[src/rtl/dps_pkg.sv]
package dps_pkg;
  localparam int CMD_W = 4;
  localparam int CTL_W = 2;

  localparam logic [CMD_W-1:0] CMD_OUT_MORE = 4'd0;
  localparam logic [CMD_W-1:0] CMD_OUT_LAST = 4'd1;
  localparam logic [CMD_W-1:0] CMD_IN_MORE  = 4'd2;
  localparam logic [CMD_W-1:0] CMD_IN_LAST  = 4'd3;
  localparam logic [CMD_W-1:0] CMD_STOP     = 4'd7;

  localparam logic [CTL_W-1:0] CTL_NEVER = 2'd0;

  typedef enum logic [1:0] {
    ST_IDLE  = 2'd0,
    ST_DATA  = 2'd1,
    ST_STOP  = 2'd2,
    ST_DRAIN = 2'd3
  } dps_state_e;

  function automatic logic [CMD_W-1:0] data_cmd(input logic dir_in, input logic last);
    return {2'b00, dir_in, last};
  endfunction
endpackage

[src/rtl/dps_frag_calc.sv]
module dps_frag_calc #(
  parameter int PAGE_BYTES = 4096,
  parameter int LEN_W      = 18,
  localparam int PG_BITS   = $clog2(PAGE_BYTES)
) (
  input  logic [PG_BITS-1:0] page_off,
  input  logic [LEN_W-1:0]   remain,
  output logic [LEN_W-1:0]   frag,
  output logic               is_last
);
  localparam logic [LEN_W-1:0] PAGE_L = LEN_W'(PAGE_BYTES);

  logic [LEN_W-1:0] to_boundary;
  logic             head_cut;
  logic             over_page;

  always_comb begin
    to_boundary = PAGE_L - LEN_W'(page_off);
    head_cut    = (page_off != '0) && (remain > to_boundary);
    over_page   = remain > PAGE_L;
    if (head_cut) begin
      frag    = to_boundary;
      is_last = 1'b0;
    end else if (over_page) begin
      frag    = PAGE_L;
      is_last = 1'b0;
    end else begin
      frag    = remain;
      is_last = 1'b1;
    end
  end
endmodule

[src/rtl/dps_out_stage.sv]
module dps_out_stage #(
  parameter int W = 8
) (
  input  logic         clk,
  input  logic         rst,
  input  logic         load,
  input  logic [W-1:0] d,
  input  logic         ready,
  output logic         valid,
  output logic [W-1:0] q
);
  always_ff @(posedge clk) begin
    if (rst) begin
      valid <= 1'b0;
      q     <= '0;
    end else if (load) begin
      valid <= 1'b1;
      q     <= d;
    end else if (ready) begin
      valid <= 1'b0;
    end
  end
endmodule

[src/rtl/dma_page_splitter.sv]
module dma_page_splitter #(
  parameter int ADDR_W     = 32,
  parameter int LEN_W      = 18,
  parameter int PAGE_BYTES = 4096,
  parameter int MAX_PAGES  = 32,
  localparam int PG_BITS   = $clog2(PAGE_BYTES),
  localparam int CNT_W     = PG_BITS + 1,
  localparam int XC_W      = 16
) (
  input  logic                     clk,
  input  logic                     rst,
  input  logic                     req_valid,
  output logic                     req_ready,
  input  logic [ADDR_W-1:0]        req_addr,
  input  logic [LEN_W-1:0]         req_len,
  input  logic                     req_dir,
  output logic                     req_err,
  output logic [XC_W-1:0]          xfer_count,
  output logic                     desc_valid,
  input  logic                     desc_ready,
  output logic [dps_pkg::CMD_W-1:0] desc_cmd,
  output logic [CNT_W-1:0]         desc_count,
  output logic [ADDR_W-1:0]        desc_addr,
  output logic [dps_pkg::CTL_W-1:0] desc_int,
  output logic [dps_pkg::CTL_W-1:0] desc_wait,
  output logic [dps_pkg::CTL_W-1:0] desc_branch,
  output logic                     done
);
  import dps_pkg::*;

  localparam logic [LEN_W-1:0] MAX_LEN = LEN_W'(MAX_PAGES * PAGE_BYTES);
  localparam int DW = CMD_W + CNT_W + ADDR_W;

  dps_state_e        state;
  logic [ADDR_W-1:0] cur_addr;
  logic [LEN_W-1:0]  remain;
  logic              dir_q;

  logic [LEN_W-1:0]  frag;
  logic              frag_last;
  logic              slot_free;
  logic              load;
  logic [DW-1:0]     load_word;
  logic [DW-1:0]     out_word;

  dps_frag_calc #(
    .PAGE_BYTES(PAGE_BYTES),
    .LEN_W     (LEN_W)
  ) u_calc (
    .page_off(cur_addr[PG_BITS-1:0]),
    .remain  (remain),
    .frag    (frag),
    .is_last (frag_last)
  );

  assign slot_free = !desc_valid || desc_ready;
  assign load      = ((state == ST_DATA) || (state == ST_STOP)) && slot_free;
  assign req_ready = (state == ST_IDLE);

  always_comb begin
    if (state == ST_DATA)
      load_word = {data_cmd(dir_q, frag_last), CNT_W'(frag), cur_addr};
    else
      load_word = {CMD_STOP, {CNT_W{1'b0}}, {ADDR_W{1'b0}}};
  end

  dps_out_stage #(.W(DW)) u_out (
    .clk  (clk),
    .rst  (rst),
    .load (load),
    .d    (load_word),
    .ready(desc_ready),
    .valid(desc_valid),
    .q    (out_word)
  );

  assign desc_cmd    = out_word[DW-1 -: CMD_W];
  assign desc_count  = out_word[ADDR_W +: CNT_W];
  assign desc_addr   = out_word[ADDR_W-1:0];
  assign desc_int    = CTL_NEVER;
  assign desc_wait   = CTL_NEVER;
  assign desc_branch = CTL_NEVER;

  always_ff @(posedge clk) begin
    if (rst) begin
      state      <= ST_IDLE;
      cur_addr   <= '0;
      remain     <= '0;
      dir_q      <= 1'b0;
      xfer_count <= '0;
      req_err    <= 1'b0;
      done       <= 1'b0;
    end else begin
      req_err <= 1'b0;
      done    <= 1'b0;
      unique case (state)
        ST_IDLE: begin
          if (req_valid) begin
            if (req_len > MAX_LEN) begin
              req_err <= 1'b1;
            end else begin
              cur_addr   <= req_addr;
              remain     <= req_len;
              dir_q      <= req_dir;
              xfer_count <= XC_W'(req_len);
              state      <= ST_DATA;
            end
          end
        end
        ST_DATA: begin
          if (slot_free) begin
            cur_addr <= cur_addr + ADDR_W'(frag);
            remain   <= remain - frag;
            if (frag_last) state <= ST_STOP;
          end
        end
        ST_STOP: begin
          if (slot_free) state <= ST_DRAIN;
        end
        ST_DRAIN: begin
          if (desc_valid && desc_ready) begin
            done  <= 1'b1;
            state <= ST_IDLE;
          end
        end
        default: state <= ST_IDLE;
      endcase
    end
  end
endmodule

[config.mk]
export PLATFORM = sky130hd
export DESIGN_NAME = dma_page_splitter
export DESIGN_NICKNAME = d
export VERILOG_FILES = /design/src/rtl/dps_pkg.sv /design/src/rtl/dps_frag_calc.sv /design/src/rtl/dps_out_stage.sv /design/src/rtl/dma_page_splitter.sv
export SDC_FILE = /design/constraint.sdc
export NUM_CORES = 1
export LEC_CHECK = 0
export CAP_MARGIN = 20
export CORE_MARGIN = 2
export CORE_UTILIZATION = 31
export DETAILED_ROUTE_END_ITERATION = 12
export PLACE_DENSITY = 0.56
export RECOVER_POWER = 100
export SLEW_MARGIN = 5
export SYNTH_ARGS = -nofsm -noshare
export SYNTH_HDL_FRONTEND = slang
export SYNTH_HIERARCHICAL = 1
export SYNTH_SLANG_ARGS = --single-unit
[constraint.sdc]
create_clock -name clk -period 5.1 [get_ports clk]
set_clock_uncertainty 0.05 [all_clocks]
set_input_delay 1.02 -clock clk [delete_from_list [all_inputs] [get_ports clk]]
set_output_delay 1.02 -clock clk [all_outputs]
set_load 0.01 [all_outputs]
### Yosys cells after proc, flatten, opt, wreduce, memory -nomap -nowiden

Index checks and enable logic that the tools add are counted.

* equal/unequal tests: 9
* muxes and demuxes: 24
* reductions and logical operators: 15
* magnitude comparators: 3
* bitwise gates (word level): 4
* add/subtract/negate cells: 3

Operators by type and width (number)
* 32-bit two-way mux: 3
* 18-bit two-way mux: 5
* 32-bit one-hot mux with 2 select lines: 1
* 48-bit two-way mux: 1
* 18-bit one-hot mux with 2 select lines: 1
* 32-bit by 18-bit adder with 32-bit output: 1
* 18-bit by 13-bit greater-than comparator with 1-bit output, second input constant: 1
* 18-bit greater-than comparator: 1
* 18-bit greater-than comparator, second input constant: 1
* 18-bit subtractor: 1
* 13-bit by 12-bit subtractor with 14-bit output, first input constant: 1
* 2-bit two-way mux: 6
* 2-bit inequality test, second input constant: 6
* 12-bit nonzero test: 1
* 2-bit one-hot mux with 4 select lines: 1
* 1-bit two-way mux: 6
* 6-bit AND reduction: 1
* 2-bit equality test, second input constant: 2
* 1-bit NOT: 4
* 4-bit AND reduction: 1
* 2-bit nonzero test: 2
* 1-bit logical AND: 3
* 3-bit AND reduction: 1
* 3-bit OR reduction: 1
* 5 further kinds: 6

* input port bits: 55
* bits in registers: 121
* output and inout bits: 75
* logic and storage cells: 67

### Depth between registers and ports, before layout

* depth after elaboration: 7
* gate-level depth with buffers: 23
* depth with buffers taken out: 22

### By module

Netlist, hierarchy kept.

By module, submodules not included
* dma_page_splitter: cells each 718, area each 5566.6 µm², instances 1, seq. area each 1421.4 µm²
* dps_out_stage: cells each 163, area each 1801.7 µm², instances 1, seq. area each 1001.0 µm²
* dps_frag_calc: cells each 110, area each 832.0 µm², instances 1, seq. area each 0.0 µm²

### Worst setup path before layout

Ideal clock, no wire load.

* path kind: register -> register
* start point: reg cur_addr[2]
* end point: reg cur_addr[17]
* slack: -0.117 ns
* stages on the path, launching flop included: 20
* buffers on the path: 1
* setup time: 0.074 ns
* arrival time: 5.093 ns
* period minus slack after synthesis: 5.217 ns
* data required time: 4.976 ns
* cell sequence: dfxtp_1 or3_4 or2_2 or4_1 ha_1 inv_1 nor4b_2 a311oi_1 a21oi_4 buf_6 mux2i_1 ha_1 and2_1 a221oi_2 a21oi_2 o41ai_4 o21ai_2 a211oi_2 mux2_2 a31oi_1

* longest elaborated chain between the ends: 7
* elaborated cells on any way between the ends: 8
* classes of those cells: 2 x add/sub; 1 x order compare; 3 x mux; 2 x reduce/logical

Ends and longest elaborated chain
* from (decl): line dma_page_splitter.sv:35 `logic [ADDR_W-1:0] cur_addr;`
* from (signal assigned): line dma_page_splitter.sv:102 `cur_addr <= req_addr;`
* from (signal assigned): line dma_page_splitter.sv:112 `cur_addr <= cur_addr + ADDR_W'(frag);`
* 13-bit by 12-bit subtractor with 14-bit output: line dps_frag_calc.sv:18 `to_boundary = PAGE_L - LEN_W'(page_off);`
* 18-bit greater-than comparator: line dps_frag_calc.sv:19 `head_cut = (page_off != '0) && (remain > to_boundary);`
* 1-bit logical AND: line dps_frag_calc.sv:19
* 18-bit two-way mux *: line dps_frag_calc.sv:21 `if (head_cut) begin`
* net frag[4]: line dma_page_splitter.sv:39 `logic [LEN_W-1:0] frag;`
* 32-bit by 18-bit adder with 32-bit output *: line dma_page_splitter.sv:112
* 32-bit two-way mux *: line dma_page_splitter.sv:111 `if (slot_free) begin`
* 32-bit one-hot mux with 2 select lines *: line dma_page_splitter.sv:96 `unique case (state)`

Mark *: on every way through the listed nets, which the timed path passes. The rest lies on a longest branch. The select of a mux whose other input is x is not followed.
A chain may end at the register's enable or synchronous reset.

### Worst setup path in the final report

* start point: reg cur_addr[4]
* end point: reg cur_addr[17]

* longest elaborated chain between the ends: 7
* elaborated cells on any way between the ends: 8
* classes of those cells: 2 x add/sub; 1 x order compare; 3 x mux; 2 x reduce/logical

Ends and longest elaborated chain (line)
* 13-bit by 12-bit subtractor with 14-bit output: dps_frag_calc.sv:18
* 18-bit greater-than comparator: dps_frag_calc.sv:19
* 1-bit logical AND *: dps_frag_calc.sv:19
* 18-bit two-way mux *: dps_frag_calc.sv:21
* net frag[3]: dma_page_splitter.sv:39
* 32-bit by 18-bit adder with 32-bit output *: dma_page_splitter.sv:112
* 32-bit two-way mux *: dma_page_splitter.sv:111
* 32-bit one-hot mux with 2 select lines *: dma_page_splitter.sv:96

Marks and branches as above.

==> run metrics <==
status=finished with violations; failing checks=negative setup slack; DR vias=7984; Mapped Avg Cell Area=8.27 um2; CP arrival=5.61 ns; # port buffers=between 100 and 150; R2R depth=21; DIE AREA=between 20000 and 30000 um2; via density per instance=just over 5; main area contributors after synthesis=dfxtp_1 30%, mux2i_1 12%, ha_1 8.1%, nor2_1 7.0%, a21oi_1 3.6%; Setup crit end kind=register; Slew @ Worst Pin=between 0.9 and 1 ns; mapped cell area=just over 8000 um2; setup violators final=24; largest net degree at the start of global routing=85; Min-Delay Path Class=register to register; worst setup path class=register to register; # hold bufs at CTS=0; worst relative slew slack=0.338; GP Congestion=around 0.85; critical path required time=5.41 ns; RSZ-0062 raised after global routing=yes; FF-to-FF Start=cur_addr[4]; crit path max-delay cell type=or4_4; Post-DRT Antenna Nets=0; Longest Clk Path Bufs=2; Layout fillers=about 2500; layout cells sized above 1=0.260; PnR worst setup slack=-0.197 ns; ANT cells=0; GRT Total Usage=0.185; aggregate routed wire length=26700 um; first-pass GRT wire length=41200 um; chip height=approximately 170 um; post-synthesis mux area share=0.117; Post-synth EDFFs=0; Initial DRC Count=570; Reg-to-Reg End=cur_addr[17]; CTS tree=done; vias in the first global route=7627; Clock Latency Late Sink=0.44 ns; main combinational cell family by area after synthesis=simple AND/OR/NAND/NOR gates; Final Util=0.466; DP Wirelength=about 18000 um; first drt pass iteration count=5; row count=59; Worst Path Buf+Inv=2; CP startpoint kind=register; Main synth FF type=dfxtp_1; flop2flop setup slack=-0.20 ns; max_cap viols=0; Max Clock Freq=0.189 GHz; Worst Hold Endpoint=cur_addr[14]; top cell type's share of synthesized area=0.295; CP top delay family=compound AO/OA/AOI/OAI gates; Post-Syn Instances=just under 1000; final cycle utilization of the critical path=1.04; final hold violation count=0; Core Area=around 26000 um2; Seq cells post-synth=121; sequential share of the synthesized area=0.295; clock tree root buffer cell=clkbuf_16; TritonCTS buffer count=17; global route overflow=0; Initial Util=0.316; Routed wire per std cell=around 17 um; Die Wd=167 um; Post-Synth XOR/XNOR Area=0.0331; Sink Count=121; nets@finish=~1300; IO Pins=130; DRC=0; fin crit period=5.30 ns; commonest cells in the netlist=154 x nor2_1, 121 x dfxtp_1, 95 x mux2i_1; worst-path cell chain=or3_4 -> or4_4 -> nor4_4 -> xor2_1 -> ha_1 -> nand4_1 -> nor2_1 -> a41o_2 -> a21oi_4 -> buf_6 -> mux2i_4 -> ha_4 -> and2_4 -> a221oi_4 -> a21oi_2 -> o41ai_4 -> buf_4 -> o21ai_2 -> a211oi_2 -> mux2_4 -> a31oi_1; initial antenna violation count=0; critical path's largest stage delay=0.49 ns; cell taking the most area after synthesis=dfxtp_1; Async SR Flop Fraction=0; Crit Path Max Fanout=5; post-synthesis adder-cell area fraction=0.0857; Final Max Tran Viols=0; Simple-Gate Fraction of Synth Area=0.216; Compound-Gate Fraction of Synth Area=0.188; hold_sp=cur_addr[14]; Hold Path Cell Cnt=2; most frequent cell after synthesis=nor2_1; H-tree depth=4; Worst-path clk slew=roughly 0.07 ns; yosys synthesis warning count=6; Synth cell types=85; Area Overhead vs Synth=47.5%
[cells by family (layout without fill, tap and decap cells)]
group                      after synthesis  after routing
AOI/OAI and AO/OA                      216            216
xor gates and xnor gates                31             31
adders and majority gates               55             55
buffers and inverters                  103            335
DFF                                    121            121
muxes                                   96             96
other                                    2             12
and+or+nand+nor                        367            367
[flip-flops by register name (all words and copies together) (netlist names)]
register and cells:
dir_q 1, state 2, u_out/valid 1, remain 18, done 1, cur_addr 32
u_out/q 49, xfer_count 16, req_err 1
[worst max path at each step]
stage | from | end | slack [ns] | depth (start not counted)
floorplan | cur_addr[4] | cur_addr[17] | -0.03 | 20
global placement | cur_addr[4] | cur_addr[17] | -0.30 | 20
detailed placement | cur_addr[4] | cur_addr[23] | -0.36 | 20
CTS | cur_addr[4] | cur_addr[24] | -0.12 | 22
global route | cur_addr[0] | cur_addr[28] | -0.41 | 22
finish | cur_addr[4] | cur_addr[17] | -0.20 | 21
[metal layers]
| layer | vias to the layer above | GRT usage | part of all wire |
|---|---|---|---|
| li1 | 3962 | - | - |
| met1 | 3784 | 0.258 | 0.48 |
| met2 | 201 | 0.291 | 0.46 |
| met3 | 37 | 0.0309 | 0.046 |
| met4 | 0 | 0.0566 | 0.020 |
| met5 | - | 0 | 0 |
[cells in the final DEF (no fill, tap or decap), types with 5 or more instances in the layout]
cell and n:
nor2_1 151, clkdlybuf4s50_1 122, dfxtp_1 120, buf_4 113
mux2i_1 84, nand2_1 74, a21oi_1 45, inv_1 34
ha_1 31, and2_1 30, a211oi_1 28, buf_6 23
ha_4 20, nand3_1 18, xnor2_1 18, clkbuf_16 17
a21oi_2 16, a21o_1 14, o21ai_2 13, conb_1 12
nand2b_1 11, o21a_1 11, nor3_1 11, o21ai_0 10
a211oi_2 9, xor2_1 9, mux2i_4 9, o21ai_1 7
nor4_1 7, nand4_1 7, o211ai_1 6, nor2b_1 6
a31oi_1 6, or3_1 6, inv_2 5, nor4_2 5
[what timing repair did]
item                       in CTS  in global routing
resized for setup              49                123
setup endpoints to repair      24                 37
pin swaps                      14                 42
gates cloned                    1                  0
buffers inserted               12                 22
hold endpoints to repair        0                  0
[stage by stage]
step / TNS [ns] / instances / instance area, um2 / setup WS [ns] / hold WS (ns)
6_report: -2.31 / 1568 / 12100 / -0.197 / 0.438
5_1_grt: -7.52 / 1568 / 12100 / -0.411 / 0.464
4_1_cts: -0.699 / 1551 / 11300 / -0.117 / 0.441
3_5_place_dp: -4.18 / 1506 / 10400 / -0.362 / 0.430
3_3_place_gp: -3.10 / 1506 / 10400 / -0.303 / 0.417
2_1_floorplan: -0.0285 / 1001 / 8280 / -0.0285 / 0.395
[tightest hold or removal path, cell delays in order, from the launching register on]
cell     delay, ns
dfxtp_1       0.32
nand2_1       0.06
a21oi_1       0.06
[layout make-up]
class                   instances  area [um2]  area share
well taps                     335         419      0.0346
clock inverters                14         163      0.0134
flip-flops and latches        121        2420       0.200
clock buffers                  18         439      0.0363
repair buffers                262        2390       0.197
multi-input cells             777        6110       0.505
inverters                      41         159      0.0131
Power is not shown: default switching activity piles up to over one toggle a cycle in this logic, so the estimate is an artifact.
